==> src/rtl/sio_cfg_pkg.sv <==
package sio_cfg_pkg;
  typedef enum logic [1:0] {
    LK_SHUT = 2'd0,
    LK_HALF = 2'd1,
    LK_OPEN = 2'd2
  } lock_e;

  localparam logic [7:0] IX_DEVSEL  = 8'h07;
  localparam logic [7:0] IX_CHIP_H  = 8'h20;
  localparam logic [7:0] IX_CHIP_L  = 8'h21;
  localparam logic [7:0] IX_VEND_H  = 8'h23;
  localparam logic [7:0] IX_VEND_L  = 8'h24;
  localparam logic [7:0] IX_PCHK    = 8'h26;
  localparam logic [7:0] IX_BANKED  = 8'h30;
  localparam logic [7:0] IX_ENABLE  = 8'h30;
  localparam logic [7:0] IX_BASE_H  = 8'h60;
  localparam logic [7:0] IX_BASE_L  = 8'h61;
  localparam logic [7:0] IX_IRQSEL  = 8'h70;
endpackage

==> src/rtl/sio_unlock_fsm.sv <==
module sio_unlock_fsm
  import sio_cfg_pkg::*;
#(
  parameter int          DW        = 8,
  parameter logic [7:0]  ENTRY_KEY = 8'h87,
  parameter logic [7:0]  EXIT_KEY  = 8'hAA
) (
  input  logic          clk,
  input  logic          rst,
  input  logic          ptr_wr,
  input  logic [DW-1:0] wr_data,
  output logic          is_open,
  output logic          is_half
);
  lock_e state_q, state_d;

  always_comb begin
    state_d = state_q;
    if (ptr_wr) begin
      unique case (state_q)
        LK_SHUT: state_d = (wr_data == ENTRY_KEY) ? LK_HALF : LK_SHUT;
        LK_HALF: state_d = (wr_data == ENTRY_KEY) ? LK_OPEN : LK_SHUT;
        LK_OPEN: state_d = (wr_data == EXIT_KEY)  ? LK_SHUT : LK_OPEN;
        default: state_d = LK_SHUT;
      endcase
    end
  end

  always_ff @(posedge clk) begin
    if (rst) state_q <= LK_SHUT;
    else     state_q <= state_d;
  end

  assign is_open = (state_q == LK_OPEN);
  assign is_half = (state_q == LK_HALF);
endmodule

==> src/rtl/sio_ldev_bank.sv <==
module sio_ldev_bank
  import sio_cfg_pkg::*;
#(
  parameter int DW = 8
) (
  input  logic            clk,
  input  logic            rst,
  input  logic            wr_en,
  input  logic [DW-1:0]   ptr,
  input  logic [DW-1:0]   wr_data,
  output logic [DW-1:0]   en_q,
  output logic [2*DW-1:0] base_q,
  output logic [DW-1:0]   irq_q,
  output logic [DW-1:0]   rd_val
);
  always_ff @(posedge clk) begin
    if (rst) begin
      en_q   <= '0;
      base_q <= '0;
      irq_q  <= '0;
    end else if (wr_en) begin
      case (ptr)
        IX_ENABLE: en_q            <= wr_data;
        IX_BASE_H: base_q[2*DW-1:DW] <= wr_data;
        IX_BASE_L: base_q[DW-1:0]  <= wr_data;
        IX_IRQSEL: irq_q           <= wr_data;
        default:   ;
      endcase
    end
  end

  always_comb begin
    case (ptr)
      IX_ENABLE: rd_val = en_q;
      IX_BASE_H: rd_val = base_q[2*DW-1:DW];
      IX_BASE_L: rd_val = base_q[DW-1:0];
      IX_IRQSEL: rd_val = irq_q;
      default:   rd_val = '0;
    endcase
  end
endmodule

==> src/rtl/sio_cfg_port.sv <==
module sio_cfg_port
  import sio_cfg_pkg::*;
#(
  parameter int          NDEV       = 2,
  parameter logic [7:0]  ENTRY_KEY  = 8'h87,
  parameter logic [7:0]  EXIT_KEY   = 8'hAA,
  parameter logic [15:0] CHIP_ID    = 16'h0C21,
  parameter logic [15:0] VENDOR_ID  = 16'h5A3C,
  parameter logic [7:0]  PORT_CHECK = 8'h4E
) (
  input  logic             clk,
  input  logic             rst,
  input  logic             ptr_wr,
  input  logic             val_wr,
  input  logic             val_rd,
  input  logic [7:0]       wr_data,
  output logic [7:0]       rd_data,
  output logic [NDEV-1:0]  fn_enable,
  output logic [16*NDEV-1:0] fn_base,
  output logic [8*NDEV-1:0]  fn_irq
);
  localparam int DW = 8;
  localparam int BW = 2 * DW;

  logic          cfg_open, key_half;
  logic [DW-1:0] ptr_q, devsel_q, glob_val, sel_val, rd_q;
  logic [DW-1:0] bank_rd [NDEV];
  logic          sel_ok;

  sio_unlock_fsm #(.DW(DW), .ENTRY_KEY(ENTRY_KEY), .EXIT_KEY(EXIT_KEY)) u_lock (
    .clk(clk), .rst(rst), .ptr_wr(ptr_wr), .wr_data(wr_data),
    .is_open(cfg_open), .is_half(key_half)
  );

  always_ff @(posedge clk) begin
    if (rst) begin
      ptr_q    <= '0;
      devsel_q <= '0;
    end else begin
      if (cfg_open && ptr_wr && wr_data != EXIT_KEY) ptr_q <= wr_data;
      if (cfg_open && val_wr && ptr_q == IX_DEVSEL)  devsel_q <= wr_data;
    end
  end

  assign sel_ok = (devsel_q < DW'(NDEV));

  generate
    for (genvar g = 0; g < NDEV; g++) begin : g_bank
      logic [DW-1:0] en_w, irq_w;
      logic [BW-1:0] base_w;
      logic          wr_g;
      assign wr_g = cfg_open && val_wr && (ptr_q >= IX_BANKED) && (devsel_q == DW'(g));
      sio_ldev_bank #(.DW(DW)) u_bank (
        .clk(clk), .rst(rst), .wr_en(wr_g), .ptr(ptr_q), .wr_data(wr_data),
        .en_q(en_w), .base_q(base_w), .irq_q(irq_w), .rd_val(bank_rd[g])
      );
      assign fn_enable[g]        = en_w[0];
      assign fn_base[g*BW +: BW] = base_w;
      assign fn_irq[g*DW +: DW]  = irq_w;
    end
  endgenerate

  always_comb begin
    case (ptr_q)
      IX_DEVSEL: glob_val = devsel_q;
      IX_CHIP_H: glob_val = CHIP_ID[15:8];
      IX_CHIP_L: glob_val = CHIP_ID[7:0];
      IX_VEND_H: glob_val = VENDOR_ID[15:8];
      IX_VEND_L: glob_val = VENDOR_ID[7:0];
      IX_PCHK:   glob_val = PORT_CHECK;
      default:   glob_val = '0;
    endcase
  end

  always_comb begin
    sel_val = '0;
    for (int i = 0; i < NDEV; i++)
      if (devsel_q == DW'(i)) sel_val = bank_rd[i];
    if (!sel_ok) sel_val = '0;
  end

  always_ff @(posedge clk) begin
    if (rst)
      rd_q <= '1;
    else if (val_rd)
      rd_q <= !cfg_open ? '1 : (ptr_q < IX_BANKED) ? glob_val : sel_val;
  end

  assign rd_data = rd_q;
endmodule

==> config.mk <==
export PLATFORM = sky130hd
export DESIGN_NAME = sio_cfg_port
export DESIGN_NICKNAME = d
export VERILOG_FILES = /design/src/rtl/sio_cfg_pkg.sv /design/src/rtl/sio_unlock_fsm.sv /design/src/rtl/sio_ldev_bank.sv /design/src/rtl/sio_cfg_port.sv
export SDC_FILE = /design/constraint.sdc
export NUM_CORES = 1
export LEC_CHECK = 0
export BUFFER_PORTS_ARGS = -buffer_cell sky130_fd_sc_hd__buf_2
export CAP_MARGIN = 20
export CORE_AREA = 2 2 117 131
export DETAILED_ROUTE_END_ITERATION = 8
export DIE_AREA = 0 0 119 133
export HOLD_SLACK_MARGIN = 0.12
export REMOVE_ABC_BUFFERS = 1
export SYNTH_ARGS = -nofsm -noshare
export SYNTH_HDL_FRONTEND = slang
export SYNTH_SLANG_ARGS = --single-unit
export TNS_END_PERCENT = 20
==> constraint.sdc <==
create_clock -name clk -period 3.7 [get_ports clk]
set_clock_uncertainty 0.15 [all_clocks]
set_input_delay 0.555 -clock clk [delete_from_list [all_inputs] [get_ports clk]]
set_output_delay 0.555 -clock clk [all_outputs]
set_load 0.05 [all_outputs]
==> flow_summary.toml, run 1 <==
[status]
outcome = "completed"

[route]
routed_wl_um = 12600
drtIter0Drc = 298
vias = 3532
met2_length_um = 6335
highest_layer = "met4"
final_antenna_net_count = 0
drt_first_pass_iters = 5
met1Wirelength_um = 5681
routed-wl-met3_um = 419
drc = 0
vias_per_cell = 5.134
avgRoutedWirePerCell_um = 18.32

[logic_synthesis]
yosysUniqueCellTypes = 53
postSynthAreaPerCell_sq_um = 9.637
async_flop_share = 0
yosys_register_bits = 90
syn_area_sq_um = 4269
synth_area_leaders = "dfxtp_1 (42%), mux2i_1 (25%), nor2_1 (7.6%)"
synth-edff-count = 0
seq_area_frac_synth = 0.4220
yosysWarnings = 0
ys.flop_type = "dfxtp_1"
synth.most_common_cell = "mux2i_1"
synth_top_area_share = 0.4220
synth_common_cells = "mux2i_1 (108), dfxtp_1 (90), nor2_1 (87)"
synth_cells = 443
yosysTopAreaCell = "dfxtp_1"

[cells_and_area]
utilization = 0.3422
nets = 501
fin_area_sq_um = 5011
regArea_sq_um = 1802
layout-drive-gt1-share = 0.2012
diodes = 0
area_growth_pct = 17.38
nFillCells = 1502
multi_input_area_sq_um = 2260

[cts]
postCtsSetupBuffers = 0
cts-root-buf = "clkbuf_16"
post_cts_resized = 0
cts_buffers = 9
cts_tree = "yes"
h-tree-depth = 3
clkTransAtPathRegs_ps = 60
cts_buffer_depth = 2
clk_latency_ps = 340
cts_hold_buf = 0
cts_sinks = 90

[timing]
setup_violations = 0
min_period_ps = 2862
hold_slack_ps = 345.2
final-hold-violation-count = 0
slew_headroom = 0.4454
timing.final.crit_share = 0.7736
worst_slew_pin_slew_ps = 825.7
fmax_ghz = 0.3494
fin_setup_tns_ps = 0
drv_slew = 0
final.setup.worst_slack_ps = 837.6
rsz0062_at_grt = "no"

[floorplan]
die_w_um = 119
die_h_um = 133
fp.dieArea_sq_um = 15830
rows = 47
io_pins = 71
core-area_sq_um = 14640
start_util = 0.2915

[critical_path]
critPathSlowestCell = "or4_1"
cp_num_buf_inv = 0
cp-end-kind = "register"
crit_path_start_kind = "register"
worstPathCellList = "nor3_4, nand4_2, or4_1, mux2i_1, nor2_1"
slowest_delay_ps = 870
crit_path_max_fanout = 14
crit_arrival_ps = 2900
r2r_slack_ps = 840
required_ps = 3740
critical-path-top-delay-family = "simple AND/OR/NAND/NOR gates"
crit_type = "reg2reg"

[placed_design]
dp_slack_ps = 910.4
gp_congestion = 0.8781
placed_cell_area_sq_um = 4725
portBuffers = 70
place_hpwl_um = 9007

[grt]
grt_pass1_vias = 3368
antenna_found_initial = 0
grt_pass1_wl_um = 19750
grt.total_usage = 0.1604
overflow = 0
grt_max_degree = 45

[flow_run]
cap_violations = 0

[power]
leakagePower_uw = 0.002021
irDropWorstVdd_mv = 0.2026
p_per_area_nw_per_um2 = 381.5

[hold_path]
hold_class = "reg2reg"
[area by class of cell]
type | instances | area share
Multi-Input combinational cell | 303 | 0.4509
Sequential cell | 90 | 0.3596
Timing Repair Buffer | 74 | 0.07591
Clock buffer | 12 | 0.04919
Tap cell | 196 | 0.04894
Clock inverter | 3 | 0.007990
Inverter | 10 | 0.007491
[cells in the final DEF, fill, tap and decap left out, types with 3 or more instances in the layout]
cell,Yosys,final
a211o_1,3,3
a21oi_1,7,7
a221oi_1,4,4
buf_2,10,70
buf_4,2,4
clkbuf_16,0,9
dfxtp_1,90,90
inv_1,10,10
mux2i_1,108,108
nand2_1,4,4
nand3_1,8,8
nand4bb_1,3,3
nor2_1,87,87
nor2b_1,3,3
nor4_4,4,4
o211ai_1,4,4
o21ai_0,5,5
o21ai_1,5,5
o22ai_1,12,12
or4_1,3,3
[cell families (layout without fill, tap and decap cells)]
logic type / count (synthesis) / in the layout / share of synthesized area
AND/OR/NAND/NOR: 134 / 134 / 0.1735
multiplexers: 108 / 108 / 0.2532
flip-flops: 90 / 90 / 0.4220
AO/OA/AOI/OAI: 60 / 60 / 0.1005
buffers and inverters: 50 / 99 / 0.04865
XOR/XNOR: 1 / 1 / 0.002052
[final timing paths]
path	startpoint	depth (start not counted)	to
worst max-delay path	ptr_q[1]	5	g_bank[1].u_bank.irq_q[5]
worst min-delay path	g_bank[0].u_bank.en_q[4]	2	g_bank[0].u_bank.en_q[4]
worst max register to register	ptr_q[1]	5	g_bank[1].u_bank.irq_q[5]
worst min register to register	g_bank[0].u_bank.en_q[4]	2	g_bank[0].u_bank.en_q[4]
[worst min-delay path, cell delays in order (launching register included)]
cell,delay (ps)
dfxtp_1,320
mux2i_1,60
nor2_1,80
[sequential cells by signal, summed over array words and instances (netlist names)]
register	flops
devsel_q	8
g_bank.u_bank.base_q	32
g_bank.u_bank.en_q	16
g_bank.u_bank.irq_q	16
ptr_q	8
rd_data	8
u_lock.state_q	2
[metal layers]
metal,global-route usage,vias up
met4,0.05026,0
met1,0.2105,1752
met2,0.2688,86
met3,0.02672,13
li1,-,1681
met5,0,-
[power by group]
group	switching (uW)	internal, uW
logic	41.8	8.97
clock network	356	536
registers	0.0184	969
[per-stage QoR]
| stage | std cells | total power [uW] |
|---|---|---|
| final | 688 | 1912 |
| after global routing | 688 | 1966 |
| after CTS | 688 | 1931 |
| after detailed placement | 673 | 1041 |
| after global placement | 673 | 1041 |
| after floorplan | 403 | 996.5 |
(Power assumes the default switching activity.)
==> inputs of run 2 (changes only) <==
- ABC_AREA: unset -> 1
- CORE_AREA: 2 2 117 131 -> 2 2 118 131
- DIE_AREA: 0 0 119 133 -> 0 0 120 133
- clock period: 3.7 -> 2.7 ns (I/O delays scaled with it)
==> run 2 against run 1 <==
Against the previous run:
- critical path depth increased by 2
- via count increased by 22%
- core utilization up 0.075 points
- synthesized area grew 0.50%
- cell count rose by 27%
- count of clock-buffer cells in the layout shrank 3
- critical path type unchanged
==> flow_summary.toml, run 2 <==
[status]
outcome = "completed"

[logic_synthesis]
synth.most_common_cell = "nand2_1"
synth_common_cells = "nand2_1 (160), dfxtp_1 (90), a21oi_1 (81)"
syn_area_sq_um = 4290
synth_area_leaders = "dfxtp_1 (42%), nand2_1 (14%), a21oi_1 (9.4%)"
seq_area_frac_synth = 0.4199
yosysTopAreaCell = "dfxtp_1"
synth_cells = 611
async_flop_share = 0
synth_top_area_share = 0.4199
yosysUniqueCellTypes = 29
synth-edff-count = 0
yosysWarnings = 0
yosys_register_bits = 90
ys.flop_type = "dfxtp_1"
postSynthAreaPerCell_sq_um = 7.022

[timing]
timing.final.crit_share = 0.8642
min_period_ps = 2333
drv_slew = 0
worst_slew_pin_slew_ps = 647.3
setup_violations = 0
rsz0062_at_grt = "no"
final.setup.worst_slack_ps = 366.6
final-hold-violation-count = 0
slew_headroom = 0.5671
fin_setup_tns_ps = 0
fmax_ghz = 0.4286

[cts]
h-tree-depth = 3
cts-root-buf = "clkbuf_16"
postCtsSetupBuffers = 0
cts_tree = "yes"
cts_hold_buf = 0
cts_buffer_depth = 2
cts_sinks = 90
clk_latency_ps = 350
post_cts_resized = 0
clkTransAtPathRegs_ps = 70
cts_buffers = 9

[placed_design]
place_hpwl_um = 9936
portBuffers = 70
gp_congestion = 0.8832
place_inst = 855
dp_slack_ps = 400.5

[critical_path]
slowest_delay_ps = 540
critical-path-top-delay-family = "simple AND/OR/NAND/NOR gates"
crit_type = "reg2reg"
cp_num_buf_inv = 0
crit_path_start_kind = "register"
r2r_cells = 7
r2r_start = "devsel_q[4]"
critPathLaunch = "devsel_q[4]"
crit_top_cell = "nand2_1"
cp-end-kind = "register"
r2r_slack_ps = 370
critPathSlowestCell = "and3_1"
crit_path_max_fanout = 14
worstPathCellList = "nor2_1, nand3_1, nor2_2, and3_1, nand2_1, nand2_1, a21oi_1"
r2r_end = "g_bank[0].u_bank.en_q[3]"
required_ps = 2760
crit_arrival_ps = 2400

[hold_path]
hold_class = "in2reg"
hold_path_end = "rd_data[2]"
worstHoldStart = "val_rd"
min_path_cells = 3

[cells_and_area]
nets = 683
top_regs = "g_bank.u_bank.base_q (32), g_bank.u_bank.en_q (16), g_bank.u_bank.irq_q (16)"
mostFrequentLayoutCell = "nand2_1"
final_cell_mix = "nand2_1 (160), dfxtp_1 (90), a21oi_1 (81)"
regMostFlops = "g_bank.u_bank.base_q"
largest_reg_flops = 32
stdcell_count = 871
layout-drive-gt1-share = 0.1926
regArea_sq_um = 1802
nFillCells = 1614
diodes = 0
multi_input_area_sq_um = 2107
area_growth_pct = 17.99

[grt]
grt.total_usage = 0.1804
antenna_found_initial = 0
grt_max_degree = 49
grt_pass1_vias = 3996
grt_pass1_wl_um = 22260
overflow = 0

[route]
avgRoutedWirePerCell_um = 16.24
vias = 4315
drtIter0Drc = 354
final_antenna_net_count = 0
met1Wirelength_um = 6217
met2_length_um = 6753
drc = 0
routed-wl-met3_um = 807
highest_layer = "met4"
vias_per_cell = 4.954
routed_wl_um = 14140
drt_first_pass_iters = 5

[floorplan]
start_util = 0.2907
rows = 47
die_h_um = 133
die_w_um = 120
core-area_sq_um = 14760
fp.dieArea_sq_um = 15960
io_pins = 71

[flow_run]
cap_violations = 0

[power]
leakagePower_uw = 0.002135
p_per_area_nw_per_um2 = 518.4
irDropWorstVdd_mv = 0.2654
==> run 2: cell types whose count changed in the layout (fill, tap and decap cells not counted), sizes merged, moves of 4 or more <==
cell | before | now
clkinv | 2 | 7
mux2i | 108 | 0
o22ai | 12 | 0
buf | 74 | 84
o21ai | 10 | 54
nand4 | 2 | 9
nand2 | 5 | 165
a221oi | 4 | 0
nand3 | 8 | 60
nor2 | 87 | 48
a211oi | 2 | 10
inv | 10 | 45
a21oi | 7 | 83
==> run 2: cell type report <==
| class | count | area share |
|---|---|---|
| Inverter | 45 | 0.03337 |
| Clock buffer | 9 | 0.04449 |
| Sequential cell | 90 | 0.3559 |
| Timing Repair Buffer | 84 | 0.09244 |
| Clock inverter | 7 | 0.009145 |
| Multi-Input combinational cell | 440 | 0.4162 |
| Tap cell | 196 | 0.04844 |
==> run 2: worst max-delay path by stage <==
stage	end	slack (ps)	depth (start not counted)
2_1_floorplan	g_bank[0].u_bank.irq_q[0]	510	7
3_3_place_gp	g_bank[0].u_bank.en_q[3]	460	7
3_5_place_dp	g_bank[0].u_bank.en_q[3]	400	7
4_1_cts	g_bank[0].u_bank.en_q[3]	400	7
5_1_grt	g_bank[0].u_bank.en_q[7]	110	7
6_report	g_bank[0].u_bank.en_q[3]	370	7
==> run 2: cell families after synthesis <==
kind of cell	synth area share
AO/OA/AOI/OAI	0.1861
buffers and inverters	0.08895
AND/OR/NAND/NOR	0.3050
flip-flops	0.4199
==> run 2: metrics by stage <==
| stage | total power, uW | util | hold WS [ps] | area, sq um |
|---|---|---|---|---|
| after CTS | 2656 | 0.3430 | 208.0 | 5062 |
| after floorplan | 1415 | - | 284.9 | 4078 |
| after detailed placement | 1482 | 0.3246 | 303.5 | 4791 |
| after global routing | 2726 | 0.3430 | 241.2 | 5062 |
| final | 2624 | 0.3430 | 223.7 | 5062 |
| after global placement | 1482 | 0.3246 | 298.5 | 4791 |
==> run 2: routing by layer <==
| metal | vias up | global-route usage |
|---|---|---|
| li1 | 2153 | - |
| met2 | 153 | 0.2923 |
| met1 | 1980 | 0.2324 |
| met4 | 0 | 0.06993 |
| met3 | 29 | 0.04095 |
| met5 | - | 0 |
==> run 2: worst min-delay path, delay by kind of cell <==
| kind | cells | cell delay, ps |
|---|---|---|
| buf+inv | 1 | 150 |
| simple gates | 2 | 120 |
==> run 2: report_power, final <==
group / switching, uW / leakage (uW) / internal (uW)
Clock: 551 / 0.000139 / 622
Sequential: 2.75 / 0.000726 / 1330
Combinational: 92.1 / 0.00127 / 24.1
Total: 645 / 0.00214 / 1980
